--- src/rtl/mdio_pkg.sv ---
package mdio_pkg;
  localparam int unsigned PRE_W = 32;
  localparam logic [1:0] SOF_CODE = 2'b01;
  localparam logic [1:0] OP_WR    = 2'b01;
  localparam logic [1:0] OP_RD    = 2'b10;
  localparam logic [1:0] TA_WR    = 2'b10;
endpackage

--- src/rtl/mdio_clkgen.sv ---
module mdio_clkgen #(
  parameter int unsigned HALF_DIV = 10
) (
  input  logic clk,
  input  logic rst_n,
  input  logic start,
  input  logic run,
  output logic mdc,
  output logic rise_ev,
  output logic fall_ev
);
  localparam int unsigned CW = (HALF_DIV > 1) ? $clog2(HALF_DIV) : 1;
  localparam logic [CW-1:0] CNT_LAST = CW'(HALF_DIV - 1);

  logic [CW-1:0] cnt_q, cnt_d;
  logic          mdc_q, mdc_d;
  logic          wrap;

  assign wrap    = run && (cnt_q == CNT_LAST);
  assign rise_ev = wrap && !mdc_q;
  assign fall_ev = wrap && mdc_q;
  assign mdc     = mdc_q;

  always_comb begin
    cnt_d = cnt_q;
    mdc_d = mdc_q;
    if (start) begin
      cnt_d = '0;
      mdc_d = 1'b0;
    end else if (wrap) begin
      cnt_d = '0;
      mdc_d = ~mdc_q;
    end else if (run) begin
      cnt_d = cnt_q + 1'b1;
    end
  end

  always_ff @(posedge clk or negedge rst_n) begin
    if (!rst_n) begin
      cnt_q <= '0;
      mdc_q <= 1'b0;
    end else begin
      cnt_q <= cnt_d;
      mdc_q <= mdc_d;
    end
  end

  // a rising and a falling MDC event never coincide
  assert_single_edge_R1: assert property (@(posedge clk) disable iff (!rst_n)
    !(rise_ev && fall_ev));
endmodule

--- src/rtl/mdio_seq.sv ---
module mdio_seq #(
  parameter int unsigned FRAME_W = 64
) (
  input  logic                       clk,
  input  logic                       rst_n,
  input  logic                       req_valid,
  input  logic                       req_write,
  input  logic                       fall_ev,
  output logic                       start,
  output logic                       active,
  output logic                       done,
  output logic                       is_write,
  output logic                       last_bit,
  output logic [$clog2(FRAME_W)-1:0] bit_idx
);
  localparam int unsigned IW = $clog2(FRAME_W);
  localparam logic [IW-1:0] IDX_LAST = IW'(FRAME_W - 1);

  logic          active_q, active_d;
  logic          done_q, done_d;
  logic          wr_q, wr_d;
  logic [IW-1:0] idx_q, idx_d;

  assign start    = req_valid && !active_q;
  assign last_bit = (idx_q == IDX_LAST);
  assign active   = active_q;
  assign done     = done_q;
  assign is_write = wr_q;
  assign bit_idx  = idx_q;

  always_comb begin
    active_d = active_q;
    idx_d    = idx_q;
    wr_d     = wr_q;
    done_d   = 1'b0;
    if (start) begin
      active_d = 1'b1;
      idx_d    = '0;
      wr_d     = req_write;
    end else if (fall_ev) begin
      if (last_bit) begin
        active_d = 1'b0;
        done_d   = 1'b1;
      end else begin
        idx_d = idx_q + 1'b1;
      end
    end
  end

  always_ff @(posedge clk or negedge rst_n) begin
    if (!rst_n) begin
      active_q <= 1'b0;
      done_q   <= 1'b0;
      wr_q     <= 1'b0;
      idx_q    <= '0;
    end else begin
      active_q <= active_d;
      done_q   <= done_d;
      wr_q     <= wr_d;
      idx_q    <= idx_d;
    end
  end

  // a running transaction keeps its direction whatever req_valid does
  assert_hold_op_R9: assert property (@(posedge clk) disable iff (!rst_n)
    (active_q && !(fall_ev && last_bit)) |=> (active_q && $stable(wr_q)));

  // done lasts a single cycle
  assert_done_pulse_R8: assert property (@(posedge clk) disable iff (!rst_n)
    done_q |=> !done_q);
endmodule

--- src/rtl/mdio_shift.sv ---
module mdio_shift #(
  parameter int unsigned FRAME_W = 64,
  parameter int unsigned DATA_W  = 16
) (
  input  logic               clk,
  input  logic               rst_n,
  input  logic               load,
  input  logic [FRAME_W-1:0] frame,
  input  logic               shift_out,
  input  logic               shift_in,
  input  logic               capture,
  input  logic               mdio_in,
  output logic               tx_bit,
  output logic [DATA_W-1:0]  rd_data
);
  logic [FRAME_W-1:0] tx_q, tx_d;
  logic [DATA_W-1:0]  rx_q, rx_d;
  logic [DATA_W-1:0]  rd_q, rd_d;

  assign tx_bit  = tx_q[FRAME_W-1];
  assign rd_data = rd_q;

  always_comb begin
    tx_d = tx_q;
    rx_d = rx_q;
    rd_d = rd_q;
    if (load)
      tx_d = frame;
    else if (shift_out)
      tx_d = {tx_q[FRAME_W-2:0], 1'b0};
    if (shift_in)
      rx_d = {rx_q[DATA_W-2:0], mdio_in};
    if (capture)
      rd_d = rx_q;
  end

  always_ff @(posedge clk or negedge rst_n) begin
    if (!rst_n) begin
      tx_q <= '0;
      rx_q <= '0;
      rd_q <= '0;
    end else begin
      tx_q <= tx_d;
      rx_q <= rx_d;
      rd_q <= rd_d;
    end
  end

  // sampling and capturing are distinct MDC events
  assert_sample_vs_capture_R7: assert property (@(posedge clk) disable iff (!rst_n)
    !(shift_in && capture));
endmodule

--- src/rtl/mdio_master.sv ---
module mdio_master
  import mdio_pkg::*;
#(
  parameter int unsigned HALF_DIV = 10,
  parameter int unsigned PHY_AW   = 5,
  parameter int unsigned REG_AW   = 5,
  parameter int unsigned DATA_W   = 16
) (
  input  logic              clk,
  input  logic              rst_n,
  input  logic              req_valid,
  input  logic              req_write,
  input  logic [PHY_AW-1:0] req_phy,
  input  logic [REG_AW-1:0] req_reg,
  input  logic [DATA_W-1:0] req_wdata,
  output logic              busy,
  output logic              done,
  output logic [DATA_W-1:0] rd_data,
  output logic              mdc,
  output logic              mdio_out,
  output logic              mdio_oe,
  input  logic              mdio_in
);
  localparam int unsigned FRAME_W = PRE_W + 2 + 2 + PHY_AW + REG_AW + 2 + DATA_W;
  localparam int unsigned IW      = $clog2(FRAME_W);
  localparam logic [IW-1:0] TA_IDX   = IW'(FRAME_W - DATA_W - 2);
  localparam logic [IW-1:0] DATA_IDX = IW'(FRAME_W - DATA_W);

  logic               start, active, is_write, last_bit;
  logic [IW-1:0]      bit_idx;
  logic               rise_ev, fall_ev, tx_bit;
  logic               sample_en;
  logic [1:0]         op_code, ta_code;
  logic [DATA_W-1:0]  data_fld;
  logic [FRAME_W-1:0] frame;

  always_comb begin
    op_code  = req_write ? OP_WR : OP_RD;
    ta_code  = req_write ? TA_WR : 2'b00;
    data_fld = req_write ? req_wdata : '0;
  end
  assign frame = {{PRE_W{1'b1}}, SOF_CODE, op_code, req_phy, req_reg, ta_code, data_fld};

  mdio_seq #(.FRAME_W(FRAME_W)) u_seq (
    .clk(clk), .rst_n(rst_n), .req_valid(req_valid), .req_write(req_write),
    .fall_ev(fall_ev), .start(start), .active(active), .done(done),
    .is_write(is_write), .last_bit(last_bit), .bit_idx(bit_idx)
  );

  mdio_clkgen #(.HALF_DIV(HALF_DIV)) u_clk (
    .clk(clk), .rst_n(rst_n), .start(start), .run(active),
    .mdc(mdc), .rise_ev(rise_ev), .fall_ev(fall_ev)
  );

  assign sample_en = !is_write && (bit_idx >= DATA_IDX);

  mdio_shift #(.FRAME_W(FRAME_W), .DATA_W(DATA_W)) u_shift (
    .clk(clk), .rst_n(rst_n), .load(start), .frame(frame),
    .shift_out(fall_ev), .shift_in(rise_ev && sample_en),
    .capture(fall_ev && last_bit && !is_write), .mdio_in(mdio_in),
    .tx_bit(tx_bit), .rd_data(rd_data)
  );

  assign busy     = active;
  assign mdio_oe  = active && (is_write || (bit_idx < TA_IDX));
  assign mdio_out = mdio_oe && tx_bit;

  // line quiet and clock parked while idle
  assert_idle_quiet_R2: assert property (@(posedge clk) disable iff (!rst_n)
    !busy |-> (!mdc && !mdio_oe && !mdio_out));

  // driven value moves only with a falling MDC or a busy edge
  assert_drive_on_fall_R6: assert property (@(posedge clk) disable iff (!rst_n)
    (!$stable(mdio_out) || !$stable(mdio_oe)) |-> ($fell(mdc) || $rose(busy) || $fell(busy)));

  // read result moves only together with done
  assert_rd_with_done_R7: assert property (@(posedge clk) disable iff (!rst_n)
    !$stable(rd_data) |-> done);

  // acceptance needs a request
  assert_accept_needs_req_R8: assert property (@(posedge clk) disable iff (!rst_n)
    $rose(busy) |-> $past(req_valid));
endmodule

--- config.mk ---
export PLATFORM = sky130hd
export DESIGN_NAME = mdio_master
export DESIGN_NICKNAME = d
export VERILOG_FILES = /design/src/rtl/mdio_pkg.sv /design/src/rtl/mdio_clkgen.sv /design/src/rtl/mdio_seq.sv /design/src/rtl/mdio_shift.sv /design/src/rtl/mdio_master.sv
export SDC_FILE = /design/constraint.sdc
export NUM_CORES = 1
export LEC_CHECK = 0
export BUFFER_PORTS_ARGS = -buffer_cell sky130_fd_sc_hd__buf_2
export CORE_ASPECT_RATIO = 0.8
export CORE_MARGIN = 1
export CORE_UTILIZATION = 58
export CTS_CLUSTER_DIAMETER = 100
export DETAILED_ROUTE_END_ITERATION = 8
export PLACE_DENSITY = 0.79
export SYNTH_ARGS = -nofsm -noshare
export SYNTH_HDL_FRONTEND = slang
export SYNTH_SLANG_ARGS = --single-unit
--- constraint.sdc ---
create_clock -name clk -period 2.45 [get_ports clk]
set_clock_uncertainty 0.2 [all_clocks]
set_input_delay 0.6125 -clock clk [delete_from_list [all_inputs] [get_ports clk]]
set_output_delay 0.6125 -clock clk [all_outputs]
set_load 0.01 [all_outputs]
==> results.md, run 1 <==
- The flow ran to the end, and the final reports show no timing, DRC or antenna violations.
- The path with the worst hold slack has its endpoint at u_shift.tx_q[21].
- By area, the combinational part of the netlist is dominated by simple AND/OR/NAND/NOR gates.
- The clock power share is 20.8%.
- The TritonCTS clock tree is built.
- The cell taking the most area after synthesis is sky130_fd_sc_hd__dfrtp_1.
- The detailed router's first-iteration violation count is 235.
- The count of cells along the worst register-to-register path is 5.
- At the worst endpoint, the arrival time is 1.53 ns.
- The die extent in y is 84.51 µm.
- The highest net fanout along the worst path is 15.
- The critical path startpoint is u_seq.active.
- The via count of the first global-routing pass was 3485.
- The average footprint of a synthesized cell is 10.41 µm².
- Setup violations remaining at the end of the flow were counted as 0.
- The synthesized design contains 110 register bits.
- Yosys attributes the largest share of cell area to sky130_fd_sc_hd__dfrtp_1 (56%), sky130_fd_sc_hd__nand3_1 (11%), sky130_fd_sc_hd__mux2_2 (5.0%).
- The layer flagged by global routing as most heavily used is met2.
- In this run the clock root is driven by a sky130_fd_sc_hd__clkbuf_8.
- The number of antenna diodes in the final layout is 0.
- Setup total negative slack on the finished layout was measured at 0 ns.
- The startpoint identified for the worst register-to-register timing path is u_clk.cnt_q[1].
- The total via count in the routed design is 3693.
- Of the total synthesized cell area, the portion taken by AND, OR, NAND and NOR gates is 19.24%.
- The region available for standard cell placement spans 8092 µm².
- The floorplan step defined a die boundary enclosing 8885 µm².
- The Yosys step of the flow raised 0 warnings.
- The clock passes through at most 2 buffers.
- Across all hold checks on the routed design, the worst slack comes to 0.2529 ns.
- Among cell families on the critical path, the largest total delay comes from flip-flops.
- At the worst endpoint, the required time is 1.64 ns.
- For this run, the detailed router's first-pass iteration total came to 4.
- The worst hold path was traced through 3 stages.
- The DRC violation count after routing is 0.
- The number of nets in the synthesized netlist is 508.
- The total leakage power is 2.516 nW.
- For this run, asynchronously set or reset flops after synthesis account for 100.0%.
- The fraction of the mapped netlist area in adder cells is 0.7605%.
- Summing all multi-input logic gate instances after layout gives 1974 µm².
- The hold path startpoint is req_reg[3].
- Entering global routing, the biggest net connects 68 pins.
- The prevailing post-synth register cell is sky130_fd_sc_hd__dfrtp_1.
- The count of max-cap constraint violations is 0.
- Global routing used 6.988% of the available met3 tracks.
- The kind of critical path is reg2out.
- The HPWL reported at the end of detailed placement is 6.309 mm.
- The area growth from synthesis to final layout is 11.79%.
- The clock net in this run drives a total of 110 sinks.
- The H-tree was split into 3 levels.
- Summing the areas of all compound-gate instances in the mapped netlist gives 10.57% of the synthesized area.
- After clock tree synthesis, the clock-pin slew on the worst setup and hold paths is 0.10 ns.
- The met2 usage is 37.15%.
- The mux contribution to synthesized area is 9.075%.
- The routed design could run at a clock period as short as 2.340 ns.
- The combinational power share is 26.9%.
- The highest achievable clock rate is 427.3 MHz.
- The die span in x is 105.1 µm.
- Setup repair after global routing left no endpoint under its margin.
- After Yosys synthesis, XOR and XNOR cells account for 0.1774% of the synthesized area.
- The number of distinct library cells after synthesis is 42.
- The fraction of the core area covered by cells at the end of the flow is 68.19%.
- For this design the ratio of total power to cell area is 962.7 nW/µm².
- In this run the critical register-to-register path is captured at u_shift.rx_q[7].
- The critical path goes through o21a_1, and2_1, buf_2.
- The slack of the worst reg-to-reg path is 0.28 ns.
- The via density per instance is 5.918.
- Synthesis produced a netlist whose cell count is 474.
- Total power for the finished layout comes to 0.005312 W.
- The sequential share of power is 52.3%.
- The worst setup path is captured at a primary output.
- The net switching component of the power is 0.001839 W.
- The number of slew-limit violations in the final report was 0.
- The number of buffers inserted by port buffering is 51.
- In the final layout, flip-flops and latches occupy 2755 µm².
- After synthesis, flip-flops and latches occupy 55.77% of the total area.
- The insertion delay of the later-clocked pin in the worst-skew pair is 0.39 ns.
- The post-route netlist has 24.61% of its cells at a drive strength greater than 1.
- After global routing the overflow that remains totals 0.
- The number of cell rows is 29.
- The internal power of the cells totals 0.003473 W.
- The number of buffers created by CTS is 9.
- The number of enable flip-flop cells after synthesis is 0.
- The min-delay analysis places its worst path in the category in2reg.
- The top-level port count is 52.
- Global routing consumed, on the met1 layer, 33.73% of the routing resources.
- The effective utilization at floorplan is 61.00%.
- Across every metal layer, demand over resource in global routing totals 24.14%.
- At the end of routability-driven placement, the weighted congestion stood at 0.7654.
- The worst-case IR drop observed on VDD is 0.4931 mV.
- The layout has 623 filler cells.
- The initial antenna violation count came to 0.
- The mapped netlist covers 4936 µm².
- Headroom to the max-slew limit came out at 69.10%.
- The routed design has 9.862 mm of wire.
- Together, buffers and inverters on the worst path number 1.
- The layout net count is 545.
- The share of the synthesized area in the top cell type is 55.77%.
- The routed length per instance is 15.80 µm.
- The slowest library cell on the worst path is sky130_fd_sc_hd__dfrtp_1.
- In the finished design, the share of the clock period the worst path needs comes to 95.52%.
- The actual transition at the worst max-transition pin is 0.4636 ns.
- STA classifies the critical path startpoint as a register.
- The first global-routing pass estimated 16.86 mm of wire.
- The final-report hold violation count came to 0.
- In this run switching power makes up 34.61% of total power.
- Once detail routing completed, the nets flagged for antenna violations numbered 0.
- For this run, the slowest stage of the critical path takes 0.64 ns.
per-stage QoR:
| stage | setup slack, ns | instance area (µm²) | instances |
|---|---|---|---|
| after floorplan | 0.2967 | 4936 | 474 |
| after global placement | 0.3820 | 5308 | 607 |
| after detailed placement | 0.2993 | 5308 | 607 |
| after CTS | 0.07728 | 5517 | 624 |
| after global routing | 0.006716 | 5518 | 624 |
| final | 0.1097 | 5518 | 624 |
synthesized netlist by cell type (all sizes together), types with 2 or more instances:
master / instances
a211oi: 3
a21o: 2
a21oi: 4
a311oi: 2
a31oi: 3
buf: 12
clkbuf: 33
dfrtp: 110
ha: 3
inv: 5
mux2: 32
mux2i: 5
nand2: 51
nand2b: 4
nand3: 112
nor2: 5
nor2b: 2
nor3: 4
nor4: 2
o211ai: 26
o21ai: 40
worst max path at each step:
| stage | slack [ns] | to | depth (start not counted) |
|---|---|---|---|
| floorplan | 0.30 | u_shift.rd_data[10] | 6 |
| global placement | 0.38 | u_shift.rx_q[8] | 5 |
| detailed placement | 0.30 | u_shift.rx_q[7] | 5 |
| CTS | 0.08 | mdio_out | 4 |
| global route | 0.007 | mdio_out | 3 |
| finish | 0.11 | mdio_out | 3 |
timing repair:
item | in CTS | in global routing
endpoints found under the setup margin | 0 | 1
setup buffers | 0 | 0
hold buffers | 1 | 0
resized for setup | 0 | 1
endpoints found under the hold margin | 23 | 0
kinds of logic after synthesis:
group / after synthesis
adder cells (fa/ha/maj): 3
AND/OR/NAND/NOR: 189
XOR/XNOR: 1
buffers and inverters: 50
multiplexers: 37
AO/OA/AOI/OAI: 84
flip-flops: 110
per-layer routing:
metal  vias to the layer above  share of wire (%)
met3                        13                4.7
li1                       1766                  -
met5                         -                  0
met4                         0                1.5
met2                        97                 46
met1                      1817                 47
layout by cell type, fill, tap and decap left out, types with 2 or more instances in the layout:
cell type                    count
sky130_fd_sc_hd__nand3_1       112
sky130_fd_sc_hd__dfrtp_1       108
sky130_fd_sc_hd__nand2_1        51
sky130_fd_sc_hd__buf_2          50
sky130_fd_sc_hd__o21ai_0        40
sky130_fd_sc_hd__o211ai_1       26
sky130_fd_sc_hd__mux2_2         22
sky130_fd_sc_hd__buf_4          18
sky130_fd_sc_hd__mux2_4         10
sky130_fd_sc_hd__clkbuf_8        9
sky130_fd_sc_hd__inv_1           5
sky130_fd_sc_hd__mux2i_1         5
sky130_fd_sc_hd__nor3_1          4
sky130_fd_sc_hd__nor2_1          4
sky130_fd_sc_hd__a21oi_1         4
sky130_fd_sc_hd__a31oi_1         3
sky130_fd_sc_hd__a211oi_1        3
sky130_fd_sc_hd__ha_1            3
sky130_fd_sc_hd__nand2b_2        2
sky130_fd_sc_hd__nand2b_1        2
sky130_fd_sc_hd__a21o_1          2
sky130_fd_sc_hd__a311oi_1        2
sky130_fd_sc_hd__clkinv_4        2
sky130_fd_sc_hd__clkinvlp_4      2
sky130_fd_sc_hd__buf_12          2
sky130_fd_sc_hd__dfrtp_2         2
state kept, by name, summed over array words and instances, names as in the netlist:
| signal | flops |
|---|---|
| u_shift.rd_data | 16 |
| u_seq.done | 1 |
| u_seq.bit_idx | 6 |
| u_seq.is_write | 1 |
| u_clk.cnt_q | 4 |
| u_shift.rx_q | 16 |
| u_shift.tx_q | 64 |
| u_clk.mdc | 1 |
| u_seq.active | 1 |
worst reg2reg max path, cell delays in order, from the launching register on:
cell	delay [ns]
sky130_fd_sc_hd__dfrtp_1	0.41
sky130_fd_sc_hd__inv_1	0.09
sky130_fd_sc_hd__ha_1	0.24
sky130_fd_sc_hd__nand4b_4	0.17
sky130_fd_sc_hd__or4_4	0.61
sky130_fd_sc_hd__mux2_4	0.35
final cells by class:
| type | count | area share, % |
|---|---|---|
| clock buffers | 10 | 2.313 |
| clock inverters | 6 | 1.293 |
| inverters | 5 | 0.3401 |
| multi-input cells | 314 | 35.78 |
| flip-flops and latches | 110 | 49.93 |
| well taps | 108 | 2.449 |
| repair buffers | 71 | 7.891 |
power by group through the flow:
| stage | clock network (W) | logic [W] | registers [W] |
|---|---|---|---|
| after floorplan | 0 | 0.00110 | 0.00270 |
| after global placement | 0 | 0.00136 | 0.00277 |
| after detailed placement | 0 | 0.00143 | 0.00279 |
| after CTS | 0.00113 | 0.00144 | 0.00277 |
| after global routing | 0.00119 | 0.00162 | 0.00285 |
| final | 0.00111 | 0.00143 | 0.00278 |
No activity file was read; power rests on OpenSTA's default activity.
==> run 2: changes to the inputs <==
--- a/config.mk
+++ b/config.mk
@@ -8,10 +8,10 @@
 export BUFFER_PORTS_ARGS = -buffer_cell sky130_fd_sc_hd__buf_2
 export CORE_ASPECT_RATIO = 0.8
 export CORE_MARGIN = 1
-export CORE_UTILIZATION = 58
+export CORE_UTILIZATION = 35
 export CTS_CLUSTER_DIAMETER = 100
 export DETAILED_ROUTE_END_ITERATION = 8
-export PLACE_DENSITY = 0.79
+export PLACE_DENSITY = 0.52
 export SYNTH_ARGS = -nofsm -noshare
 export SYNTH_HDL_FRONTEND = slang
 export SYNTH_SLANG_ARGS = --single-unit
==> run 2 against run 1 <==
Die area up 64%; worst hold slack better by 0.036 ns; clock power up 38%; cell count up 12%; flip-flop and latch count unchanged; maximum frequency up 0.17%; setup slack better by 0.0039 ns; sequential power about the same; global-route usage down 8.7 points.
==> results.md, run 2 (synthesis gave the netlist of run 1 again) <==
- The initial antenna violation count is 0 (unchanged).
- The via count of the first global-routing pass is 3499 (+0.40%).
- The highest achievable clock rate is 428.0 MHz (+0.17%).
- The core region area is 13650 µm² (+69%).
- The via density per instance is 5.273 (-11%).
- The data arrival time of the critical path is 1.52 ns (about the same).
- The final-report hold violation count was 0 (unchanged).
- The routability-driven placement congestion ratio is 0.7763 (+1.4%).
- The routed length on met1 came to 5.382 mm (+15%).
- The data required time of the critical path was 1.64 ns (about the same).
- The detailed router's first-iteration violation count was 330 (+40%).
- The post-route total power came to 0.005738 W (+8.0%).
- The effective utilization at floorplan came to 36.17% (-25 points).
- The critical path in this run is classified as reg2out.
- The actual transition at the worst max-transition pin is 0.5439 ns (+0.08033 ns).
- The pin count of the biggest net entering global routing was 55 (-19%).
- The layout net count is 546 (+0.18%).
- The number of cell rows is 38 (+31%).
- The die span in x was 134.8 µm (+28%).
- The TritonCTS sink count is 110 (unchanged).
- The total leakage power is 2.584 nW (+2.7%).
- The leftover overflow at the end of global routing is 0 (unchanged).
- The top-level port count is 52 (unchanged).
- The number of H-tree levels is 3 (unchanged).
- The class of the most critical hold timing path is reg2reg.
- The final worst-path cycle share came to 95.36% (-0.16 points).
- The total via count in the routed design is 3675 (-0.49%).
- The kind of end point of the critical path is a primary output.
- The remaining antenna violation count after routing is 0 (unchanged).
- The top cell types in the final layout, fill and taps aside, are sky130_fd_sc_hd__nand3_1 (112), sky130_fd_sc_hd__dfrtp_1 (109), sky130_fd_sc_hd__nand2_1 (51).
- The run finished with clean final reports.
- The fraction of layout instances using a drive strength above 1 is 24.76% (+0.15 points).
- The highest net fanout along the worst path is 8 (-7).
- The worst voltage drop across the vdd grid was 0.3819 mV (-23%).
- Relative to the synthesized area, the layout overhead comes to 16.35%.
- STA classifies the critical path startpoint as a register.
- The insertion delay of the later-clocked pin in the worst-skew pair was 0.35 ns (-0.04 ns).
- The uppermost signal routing layer after detailed routing is met4.
- The clock-pin transition on the worst setup and hold timing paths is 0.08 ns (-0.02 ns).
- The detailed-routed wire length on met2 is 4.623 mm (+0.89%).
- The number of buffers inserted by port buffering came to 51 (unchanged).
- The overall track demand over capacity in global routing is 15.44% (-8.7 points).
- The final critical delay including setup and external delays is 2.336 ns (-0.003907 ns).
- The die extent in y was 108.2 µm (+28%).
- The final sum of negative setup slack was 0 ns (unchanged).
- Ranked by flip-flop count, first place goes to u_shift.tx_q.
- The number of buffers on the longest clock path came to 2 (unchanged).
- The number of buffers created by CTS is 9 (unchanged).
- The setup-violating endpoint count in the final report was 0 (unchanged).
- The buffer cell driving the clock tree root is sky130_fd_sc_hd__clkbuf_16.
- The ratio of total power to cell area is 999.2 nW/µm² (+3.8%).
- The commonest non-fill, non-tap cell in the layout is sky130_fd_sc_hd__nand3_1.
- The final antenna diode count was 0 (unchanged).
- Setup repair after global routing left no endpoint under its margin.
- The first-pass GRT wire length is 17.80 mm (+5.6%).
- The detailed-router iteration count before antenna repair is 4 (unchanged).
- The routed length per instance is 15.21 µm (-3.7%).
- The count of max-cap constraint violations is 0 (unchanged).
- The relative slew slack was 63.74% (-5.4 points).
- The wire length reported by the detailed router is 10.60 mm (+7.5%).
- The DRC violation count after routing is 0 (unchanged).
- The amount of wire on met3 after detailed routing came to 526 µm (+13%).
- The number of slew-limit violations in the final report is 0 (unchanged).
- The TritonCTS clock tree is built.
- The HPWL reported at the end of detailed placement is 6.597 mm (+4.6%).
- The die area is 14580 µm² (+64%).
- The slack of the worst reg-to-reg path is 0.33 ns (+0.05 ns).
- The number of flip-flops under the largest register name was 64 (unchanged).
## run 2: power breakdown
part           switching, W  internal [W]  leakage (nW)
clock              0.000694      0.000840         0.156
combinational      0.000861      0.000577          1.09
sequential         0.000352       0.00242          1.34
total               0.00191       0.00383          2.58
## run 2: area by class of cell
cell class | count | area [µm²]
Clock buffer | 10 | 239.0
Clock inverter | 6 | 76.32
Fill cell | 1326 | 7903
Inverter | 5 | 18.77
Multi-Input combinational cell | 314 | 1974
Sequential cell | 110 | 2754
Tap cell | 180 | 225.2
Timing Repair Buffer | 72 | 455.4
## run 2: critical path: stages (launching register included)
cell                       delay (ns)
sky130_fd_sc_hd__dfrtp_1         0.50
sky130_fd_sc_hd__nand2b_2        0.14
sky130_fd_sc_hd__o21a_1          0.25
sky130_fd_sc_hd__and2_1          0.16
sky130_fd_sc_hd__buf_2           0.13
## run 2: repair_timing
item,4_1_cts,5_1_grt
hold buffers,1,0
resized for setup,0,0
hold endpoints to repair,19,0
setup buffers,0,0
## run 2: worst paths after layout
check / from / endpoint / cells after the start
max reg2reg: u_clk.cnt_q[1] / u_shift.rx_q[8] / 5
min reg2reg: u_seq.is_write / u_seq.is_write / 2
max in group asynchronous: rst_n / u_shift.tx_q[19] / 3
max: u_seq.bit_idx[5] / mdio_out / 4
min: u_seq.is_write / u_seq.is_write / 2
min in group asynchronous: rst_n / u_shift.rd_data[8] / 2
## run 2: metrics by stage
| stage | area (µm²) | hold WS [ns] | cells | util (%) | setup slack (ns) |
|---|---|---|---|---|---|
| 2_1_floorplan | 4936 | 0.1169 | 474 | - | 0.2967 |
| 3_3_place_gp | 5418 | 0.2553 | 680 | 39.70 | 0.3698 |
| 3_5_place_dp | 5418 | 0.2739 | 680 | 39.70 | 0.3276 |
| 4_1_cts | 5743 | 0.2796 | 697 | 42.09 | 0.09948 |
| 5_1_grt | 5743 | 0.2859 | 697 | 42.09 | 0.05048 |
| 6_report | 5743 | 0.2884 | 697 | 42.09 | 0.1136 |
## run 2: per-layer routing
metal | track usage, % | up-vias
li1 | - | 1765
met1 | 21.70 | 1814
met2 | 23.42 | 90
met3 | 4.313 | 6
met4 | 3.852 | 0
met5 | 0 | -
